$ cat src/rtl/stop_wake_pkg.sv
package stop_wake_pkg;

    typedef enum logic [2:0] {
        ST_RUN,
        ST_STOP_OSC_OFF,
        ST_SYNC,
        ST_DELAY,
        ST_RESUME
    } wake_state_t;

endpackage

$ cat src/rtl/irq_line_sync.sv
module irq_line_sync #(
    parameter int STAGES = 3
) (
    input  logic clk,
    input  logic rst_n,
    input  logic line_async,
    output logic line_sync,
    output logic line_rise
);
    logic [STAGES-1:0] chain;
    logic              held;

    always_ff @(posedge clk or negedge rst_n) begin
        if (!rst_n) begin
            chain <= '0;
            held  <= 1'b0;
        end else begin
            chain <= {chain[STAGES-2:0], line_async};
            held  <= chain[STAGES-1];
        end
    end

    assign line_sync = chain[STAGES-1];
    assign line_rise = chain[STAGES-1] & ~held;
endmodule

$ cat src/rtl/wake_down_counter.sv
module wake_down_counter #(
    parameter int CNT_W = 17
) (
    input  logic             clk,
    input  logic             rst_n,
    input  logic             load,
    input  logic [CNT_W-1:0] load_val,
    input  logic             count_en,
    output logic             at_zero
);
    logic [CNT_W-1:0] cnt;

    always_ff @(posedge clk or negedge rst_n) begin
        if (!rst_n) begin
            cnt <= '0;
        end else if (load) begin
            cnt <= load_val;
        end else if (count_en && cnt != '0) begin
            cnt <= cnt - 1'b1;
        end
    end

    assign at_zero = (cnt == '0);
endmodule

$ cat src/rtl/stop_wake_seq.sv
module stop_wake_seq
    import stop_wake_pkg::*;
#(
    parameter int               IRQ_W            = 8,
    parameter logic [IRQ_W-1:0] KEEP_MASK        = 'h3,
    parameter int               LONG_CYCLES      = 131072,
    parameter int               SHORT_CYCLES     = 16,
    parameter int               STOP_INSN_CYCLES = 32,
    parameter int               SYNC_CYCLES      = 3,
    parameter int               SYNC_STAGES      = 3
) (
    input  logic             clk,
    input  logic             rst_n,
    input  logic             stop_req,
    input  logic             long_delay,
    input  logic             pll_off,
    input  logic             pll_locked,
    input  logic             irqa,
    output logic             phase_en,
    output logic             osc_en,
    output logic [IRQ_W-1:0] irq_clr,
    output logic             resume
);
    localparam int               CNT_W   = $clog2(LONG_CYCLES);
    localparam logic [CNT_W-1:0] INSN_LD = CNT_W'(STOP_INSN_CYCLES - 1);
    localparam logic [CNT_W-1:0] SYNC_LD = CNT_W'(SYNC_CYCLES - 1);
    localparam logic [CNT_W-1:0] LONG_LD = CNT_W'(LONG_CYCLES - 1);
    localparam logic [CNT_W-1:0] SHRT_LD = CNT_W'(SHORT_CYCLES - 1);

    wake_state_t      state, nxt;
    logic             irqa_s, irqa_rise;
    logic             cnt_zero, cnt_load, cnt_en;
    logic [CNT_W-1:0] cnt_val;
    logic             hot, pll_wait, armed;

    irq_line_sync #(.STAGES(SYNC_STAGES)) u_sync (
        .clk        (clk),
        .rst_n      (rst_n),
        .line_async (irqa),
        .line_sync  (irqa_s),
        .line_rise  (irqa_rise)
    );

    wake_down_counter #(.CNT_W(CNT_W)) u_cnt (
        .clk      (clk),
        .rst_n    (rst_n),
        .load     (cnt_load),
        .load_val (cnt_val),
        .count_en (cnt_en),
        .at_zero  (cnt_zero)
    );

    // Next-state and counter-load decisions
    always_comb begin
        nxt      = state;
        cnt_load = 1'b0;
        cnt_val  = '0;
        unique case (state)
            ST_RUN: begin
                if (stop_req) begin
                    nxt      = ST_STOP_OSC_OFF;
                    cnt_load = 1'b1;
                    cnt_val  = INSN_LD;
                end else if (armed && irqa_rise) begin
                    nxt      = ST_SYNC;
                    cnt_load = 1'b1;
                    cnt_val  = SYNC_LD;
                end
            end
            ST_STOP_OSC_OFF: begin
                if (cnt_zero && irqa_s) begin
                    nxt      = ST_SYNC;
                    cnt_load = 1'b1;
                    cnt_val  = SYNC_LD;
                end
            end
            ST_SYNC: begin
                if (cnt_zero) begin
                    nxt      = ST_DELAY;
                    cnt_load = 1'b1;
                    cnt_val  = long_delay ? LONG_LD : SHRT_LD;
                end
            end
            ST_DELAY: begin
                if (cnt_zero && (!pll_wait || pll_locked)) begin
                    nxt = ST_RESUME;
                end
            end
            ST_RESUME: nxt = ST_RUN;
            default:   nxt = ST_RUN;
        endcase
    end

    assign cnt_en = (state != ST_RUN) && (state != ST_RESUME);

    // State register and entry flags
    always_ff @(posedge clk or negedge rst_n) begin
        if (!rst_n) begin
            state    <= ST_RUN;
            hot      <= 1'b0;
            pll_wait <= 1'b0;
            armed    <= 1'b1;
        end else begin
            state <= nxt;
            if (state == ST_RUN && stop_req) begin
                hot      <= irqa_s;
                pll_wait <= pll_off;
                armed    <= 1'b0;
            end else if (state == ST_RUN && armed && irqa_rise) begin
                armed <= 1'b0;
            end
        end
    end

    // Moore outputs
    always_comb begin
        phase_en = (state == ST_RUN) || (state == ST_RESUME);
        osc_en   = !(state == ST_STOP_OSC_OFF && !hot);
        resume   = (state == ST_RESUME);
        if (!rst_n) begin
            irq_clr = '1;
        end else if (state == ST_SYNC || state == ST_DELAY) begin
            irq_clr = ~KEEP_MASK;
        end else begin
            irq_clr = '0;
        end
    end

    assert_hot_osc_R3: assert property (@(posedge clk) disable iff (!rst_n)
        (state == ST_RUN && stop_req && irqa_s) |=> osc_en);

    assert_clear_drops_R6: assert property (@(posedge clk) disable iff (!rst_n)
        resume |-> (irq_clr == '0) && $past(irq_clr == ~KEEP_MASK));

    assert_single_pulse_R7: assert property (@(posedge clk) disable iff (!rst_n)
        resume |=> !resume);

    assert_lock_wait_R10: assert property (@(posedge clk) disable iff (!rst_n)
        (resume && pll_wait) |-> $past(pll_locked));

    assert_delay_holds_R11: assert property (@(posedge clk) disable iff (!rst_n)
        (state == ST_DELAY && !cnt_zero) |=> (state == ST_DELAY));
endmodule

$ cat config.mk
export PLATFORM = sky130hd
export DESIGN_NAME = stop_wake_seq
export DESIGN_NICKNAME = d
export VERILOG_FILES = /design/src/rtl/stop_wake_pkg.sv /design/src/rtl/irq_line_sync.sv /design/src/rtl/wake_down_counter.sv /design/src/rtl/stop_wake_seq.sv
export SDC_FILE = /design/constraint.sdc
export NUM_CORES = 1
export LEC_CHECK = 0
export CAP_MARGIN = 20
export CORE_ASPECT_RATIO = 1.75
export CORE_MARGIN = 5
export CORE_UTILIZATION = 55
export CTS_CLUSTER_DIAMETER = 30
export DETAILED_ROUTE_END_ITERATION = 8
export PLACE_DENSITY = 0.85
export SETUP_SLACK_MARGIN = 0.2
export SLEW_MARGIN = 20
export SYNTH_ARGS = -nofsm -noshare
export SYNTH_HDL_FRONTEND = slang
export SYNTH_SLANG_ARGS = --single-unit
$ cat constraint.sdc
create_clock -name clk -period 2.4 [get_ports clk]
set_input_delay 0.72 -clock clk [delete_from_list [all_inputs] [get_ports clk]]
set_output_delay 0.72 -clock clk [all_outputs]
set_load 0.1 [all_outputs]
==> results.yml, run 1 <==
power:
  power_density_nw_per_um2: 858.9
  p_leak_uw: 0.001021
  irDropWorstVdd_mv: 0.6716
floorplan:
  rows: 26
  initial_core_util: 0.5622
  io_pins: 18
  die_x_um: 51.13
  dieArea_um2: 4190
  core_area_um2: 2895
  fp.dieH_um: 81.97
sta:
  rsz0062_at_grt: "true"
  clock_skew_ns: 0.004317
  whs_ns: 0.3609
  fin_crit_ns: 2.226
  fin_setup_tns_ns: 0
  slew_violations: 0
  hold_viol_final: 0
  worst_slew_pin_slew_ns: 0.6065
  final.period_utilization: 0.9275
  fmax_mhz: 449.2
  final-setup-viol-count: 0
  relSlewSlack: 0.5919
cts:
  clock_path_buffers: 2
  clock_latency_ns: 0.27
  cts.sinks: 27
  cts_buffers: 3
  clk_pin_slew_ns: 0.09
  htreeDepth: 1
  hold_buffers: 0
  cts_tree: "done"
  cts-root-buf: "clkbuf_8"
synthesis:
  synth_edf_count: 0
  postSynth.asyncResetShare: 1.000
  synth.area.top_cells: "dfrtp_1 40%, a21oi_1 3.7%, nand2_1 3.2%, nor2_1 3.2%, buf_4 2.8%"
  yosys_register_bits: 27
  synthFlopType: "dfrtp_1"
  synthesis.nets: 188
  yosys.cell_types.count: 49
  ys_seq_area_frac: 0.4158
  ys_warn_count: 0
  synthCells: 179
  yosys.area.top_type: "dfrtp_1"
  synth_top_area_share: 0.3997
  syn_area_um2: 1628
  avgSynthCellArea_um2: 9.094
worst_setup_path:
  reg2regPathDepth: 8
  cpPeakStageDelay_ns: 0.49
  startpoint: "stop_req"
  crit_cells: 7
  end_kind: "flip-flop"
  cp_max_fo: 5
  crit_required_ns: 2.56
  cp-start-kind: "input pin"
  reg2reg_from: "u_cnt.cnt[13]"
  critPathBufInv: 2
  critPathSlowestCell: "clkdlybuf4s50_1"
  path_class: "input pin to flip-flop"
  critPathArrivalTime_ns: 2.38
  path_cells: "clkdlybuf4s50_1 > nor3_1 > buf_4 > a2111oi_4 > or2_4 > o21ai_1 > a211o_1"
  critPathTopFamily: "compound AO/OA/AOI/OAI gates"
detailed_routing:
  wl_per_cell_um: 21.34
  ant_nets: 0
  drt_iter0_drc: 122
  num_vias: 1641
  via_per_inst: 6.644
  drt-total-wl_um: 5272
  first_pass_iters: 4
  drc: 0
place:
  dp_hpwl_um: 3176
  port_buffers: 17
  gp_congestion: 0.9648
  dpl-instance-area_um2: 2021
global_route:
  grt-ovfl-total: 0
  grt_max_degree: 16
  grt_pass1_vias: 1666
  antenna_found_initial: 0
  grt_usage: 0.2531
  grt_pass1_wl_um: 7976
final_layout:
  final_area_um2: 2260
  fin_nets: 229
  area_growth_pct: 38.82
  diodes: 0
  drive_gt1_frac: 0.3699
run_status:
  status: "completed"
hold_path:
  hold_path_class: "flip-flop to flip-flop"
  min_path_cells: 0
  hold_start: "u_sync.chain[1]"
job:
  cap_violations: 0
[worst reg2reg max path: cells and delay by family (launching register included)]
family,cells,cell delay [ns]
and+or+nand+nor,4,0.82
DFF,1,0.45
AOI/OAI and AO/OA,2,0.40
buffers and inverters,2,0.36
[per-stage QoR]
stage	utilization	std cells	setup WS, ns	power (µW)
global placement	0.6979	229	-0.05829	1462
detailed placement	0.6979	229	-0.1157	1508
floorplan	-	179	0.1199	1249
finish	0.7805	247	0.1740	1941
CTS	0.7468	240	0.2017	1834
global route	0.7805	247	0.1326	2057
[registers in the layout, summed over array words and instances, names as in the netlist]
signal	flops
u_cnt.cnt	17
state	3
u_sync.chain	3
armed	1
hot	1
pll_wait	1
u_sync.held	1
[area by class of cell]
cell class | instances | area, µm²
multi-input combinational | 126 | 900.9
timing repair buffer | 51 | 546.8
clock inverter | 1 | 5.005
sequential | 27 | 681.9
fill | 152 | 635.6
clock buffer | 3 | 41.29
inverter | 11 | 48.80
tap | 28 | 35.03
[path summary, 6_finish.rpt]
path,slack (ns),to
max in group asynchronous,1.49,state[1]
worst min register to register,0.36,u_sync.chain[2]
min in group asynchronous,0.61,hot
worst max register to register,0.26,u_cnt.cnt[10]
worst min-delay path,0.36,u_sync.chain[2]
worst max-delay path,0.17,u_cnt.cnt[10]
[metal layers]
metal	vias to the layer above	part of all wire	wire length, µm	track usage
met3	22	0.054	284	0.03811
met2	90	0.55	2889	0.4522
met1	808	0.35	1836	0.2724
met5	-	0	0	0
li1	721	-	-	-
met4	0	0.050	262	0.1617
[repair_timing]
item | 4_1_cts | 5_1_grt
resized for setup | 12 | 14
pin swaps | 1 | 10
endpoints found under the setup margin | 26 | 23
buffers inserted | 7 | 7
[placed cells by master, fill, tap and decap left out, drive strengths merged, types with 5 or more instances in the layout]
cell type and instances:
inv 9, nor3 7, a21oi 12, nand2 14
nor2 14, nor4 8, clkdlybuf4s50 5, dfrtp 26
buf 45, o21ai 11
[cells by family (layout without fill, tap and decap cells)]
| family | Yosys count | count (layout) | share of synthesized area |
|---|---|---|---|
| muxes | 1 | 1 | 0.006917 |
| DFF | 27 | 27 | 0.4158 |
| buffers and inverters | 26 | 66 | 0.08455 |
| xor gates and xnor gates | 1 | 1 | 0.005381 |
| adders and majority gates | 2 | 2 | 0.01537 |
| AOI/OAI and AO/OA | 55 | 55 | 0.2352 |
| and+or+nand+nor | 67 | 67 | 0.2367 |
[power by group]
part / total (µW) / switching [µW] / internal, µW
clock: 259 / 142 / 116
combinational: 856 / 440 / 416
sequential: 826 / 207 / 619
[cell usage after synthesis, types with 3 or more instances]
cell and n:
dfrtp_1 26, nand2_1 14, nor2_1 14, a21oi_1 12, inv_1 11, nor3_1 7, o21ai_1 7, buf_4 6
nor4_1 6, clkbuf_1 5, a211o_1 4, a31oi_1 4, o21ai_0 4, a211oi_1 3, nand2b_1 3, nand3_1 3
o22a_1 3, or2_2 3
(Power assumes the default switching activity.)
==> run 2, diff against run 1 <==
Settings changed: CAP_MARGIN 20 to default, HOLD_SLACK_MARGIN from default to 0.06, MAX_ROUTING_LAYER from default to met4.
==> results.yml, run 2 (synthesized netlist as in run 1, its figures left out) <==
sta:
  rsz0062_at_grt: "true"
  fin_crit_ns: 2.196
  relSlewSlack: 0.5672
  whs_ns: 0.3647
  final.period_utilization: 0.9150
  final-setup-viol-count: 0
  hold_viol_final: 0
  worst_slew_pin_slew_ns: 0.6442
  clock_skew_ns: 0.003387
  setup_ws_ns: 0.2039
  fin_setup_tns_ns: 0
  fmax_mhz: 455.4
  slew_violations: 0
detailed_routing:
  drt-total-wl_um: 5904
  via_per_inst: 6.915
  first_pass_iters: 4
  num_vias: 1701
  ant_nets: 0
  drt_iter0_drc: 122
  wl_per_cell_um: 24.00
  drc: 0
job:
  cap_violations: 0
global_route:
  antenna_found_initial: 0
  grt-ovfl-total: 0
  grt_usage: 0.2720
  grt_max_degree: 16
  grt_pass1_wl_um: 8197
  grt_pass1_vias: 1656
worst_setup_path:
  critPathTopFamily: "simple AND/OR/NAND/NOR gates"
  path_class: "flip-flop to primary output"
  end_kind: "primary output"
  crit_required_ns: 1.68
  critPathSlowestCell: "dfrtp_2"
  cpPeakStageDelay_ns: 0.45
  r2r_slack_ns: 0.21
  reg2reg_from: "u_cnt.cnt[1]"
  critPathArrivalTime_ns: 1.48
  cp_max_fo: 6
  critPathBufInv: 1
  path_cells: "nor2b_2 > nand2b_4 > buf_12"
  rr_endpoint: "u_cnt.cnt[10]"
  reg2regPathDepth: 8
  cp-start-kind: "flip-flop"
  endpoint: "irq_clr[6]"
  startpoint: "state[1]"
  crit_cells: 3
final_layout:
  diodes: 0
  area_growth_pct: 38.59
  largestRegisters: "u_cnt.cnt: 17 flops, state: 3 flops, u_sync.chain: 3 flops"
  num-fill-cells: 157
  multi_input_area_um2: 904.6
  largest_reg_flops: 17
  final_common_cell: "buf_4"
  final_cell_mix: "30 x buf_4, 24 x dfrtp_1, 14 x nor2_1"
  final-seq-area_um2: 679.4
  drive_gt1_frac: 0.3670
  top_register: "u_cnt.cnt"
  fin_nets: 228
floorplan:
  rows: 26
  dieArea_um2: 4190
  io_pins: 18
  core_area_um2: 2895
  die_x_um: 51.13
  fp.dieH_um: 81.97
  initial_core_util: 0.5622
cts:
  clk_pin_slew_ns: 0.10
  clock_latency_ns: 0.28
  cts_tree: "done"
  cts_buffers: 3
  cts-root-buf: "clkbuf_8"
  clock_path_buffers: 2
  cts.sinks: 27
  hold_buffers: 0
  htreeDepth: 1
place:
  port_buffers: 17
  gp_congestion: 0.9272
  place_ws_ns: -0.1859
  dp_hpwl_um: 3228
run_status:
  status: "completed"
hold_path:
  hold_path_class: "flip-flop to flip-flop"
power:
  p_leak_uw: 0.001019
  irDropWorstVdd_mv: 0.6840
  power_density_nw_per_um2: 877.3
run 2: per-stage QoR:
stage,cells,total power (µW),utilization,instance area [µm²]
floorplan,179,1249,-,1685
detailed placement,228,1497,0.6953,2013
global placement,228,1448,0.6953,2013
CTS,240,1835,0.7476,2165
global route,246,2075,0.7792,2256
finish,246,1979,0.7792,2256
run 2: worst reg2reg max path, stage by stage, from the launching register on:
cell,delay (ns)
dfrtp_1,0.41
inv_2,0.06
ha_1,0.13
nor4b_4,0.25
nand4_2,0.21
a2111oi_4,0.40
or2_4,0.23
o21ai_2,0.08
a211o_1,0.30
run 2: timing repair:
action,4_1_cts,5_1_grt
gates cloned,0,0
setup buffers,8,6
pin swaps,2,10
setup endpoints to repair,26,18
resized for setup,13,14
run 2: how the worst min path moves through the flow:
stage | start | to | cells after the start
2_1_floorplan | u_sync.chain[0] | u_sync.chain[1] | 0
3_3_place_gp | u_sync.chain[1] | u_sync.chain[2] | 0
3_5_place_dp | u_sync.chain[0] | u_sync.chain[1] | 0
4_1_cts | u_sync.chain[1] | u_sync.chain[2] | 0
5_1_grt | u_sync.chain[1] | u_sync.chain[2] | 0
6_report | u_sync.chain[0] | u_sync.chain[1] | 0
run 2: cell type report:
class / count / share of cell area
flip-flops and latches: 27 / 0.3012
inverters: 11 / 0.02163
well taps: 28 / 0.01553
multi-input cells: 126 / 0.4010
repair buffers: 50 / 0.2402
clock inverters: 1 / 0.002219
clock buffers: 3 / 0.01830
run 2: layer usage:
layer | track usage | up-vias | wire length, µm
met4 | 0.1321 | 0 | 405
li1 | - | 719 | -
met5 | - | - | 0
met2 | 0.5026 | 124 | 3180
met1 | 0.2827 | 825 | 1928
met3 | 0.02541 | 33 | 389
run 2: power breakdown:
part | switching, µW | leakage (µW) | internal (µW)
clock | 152 | 0.0000255 | 117
combinational | 459 | 0.000666 | 422
sequential | 212 | 0.000328 | 617
total | 823 | 0.00102 | 1160
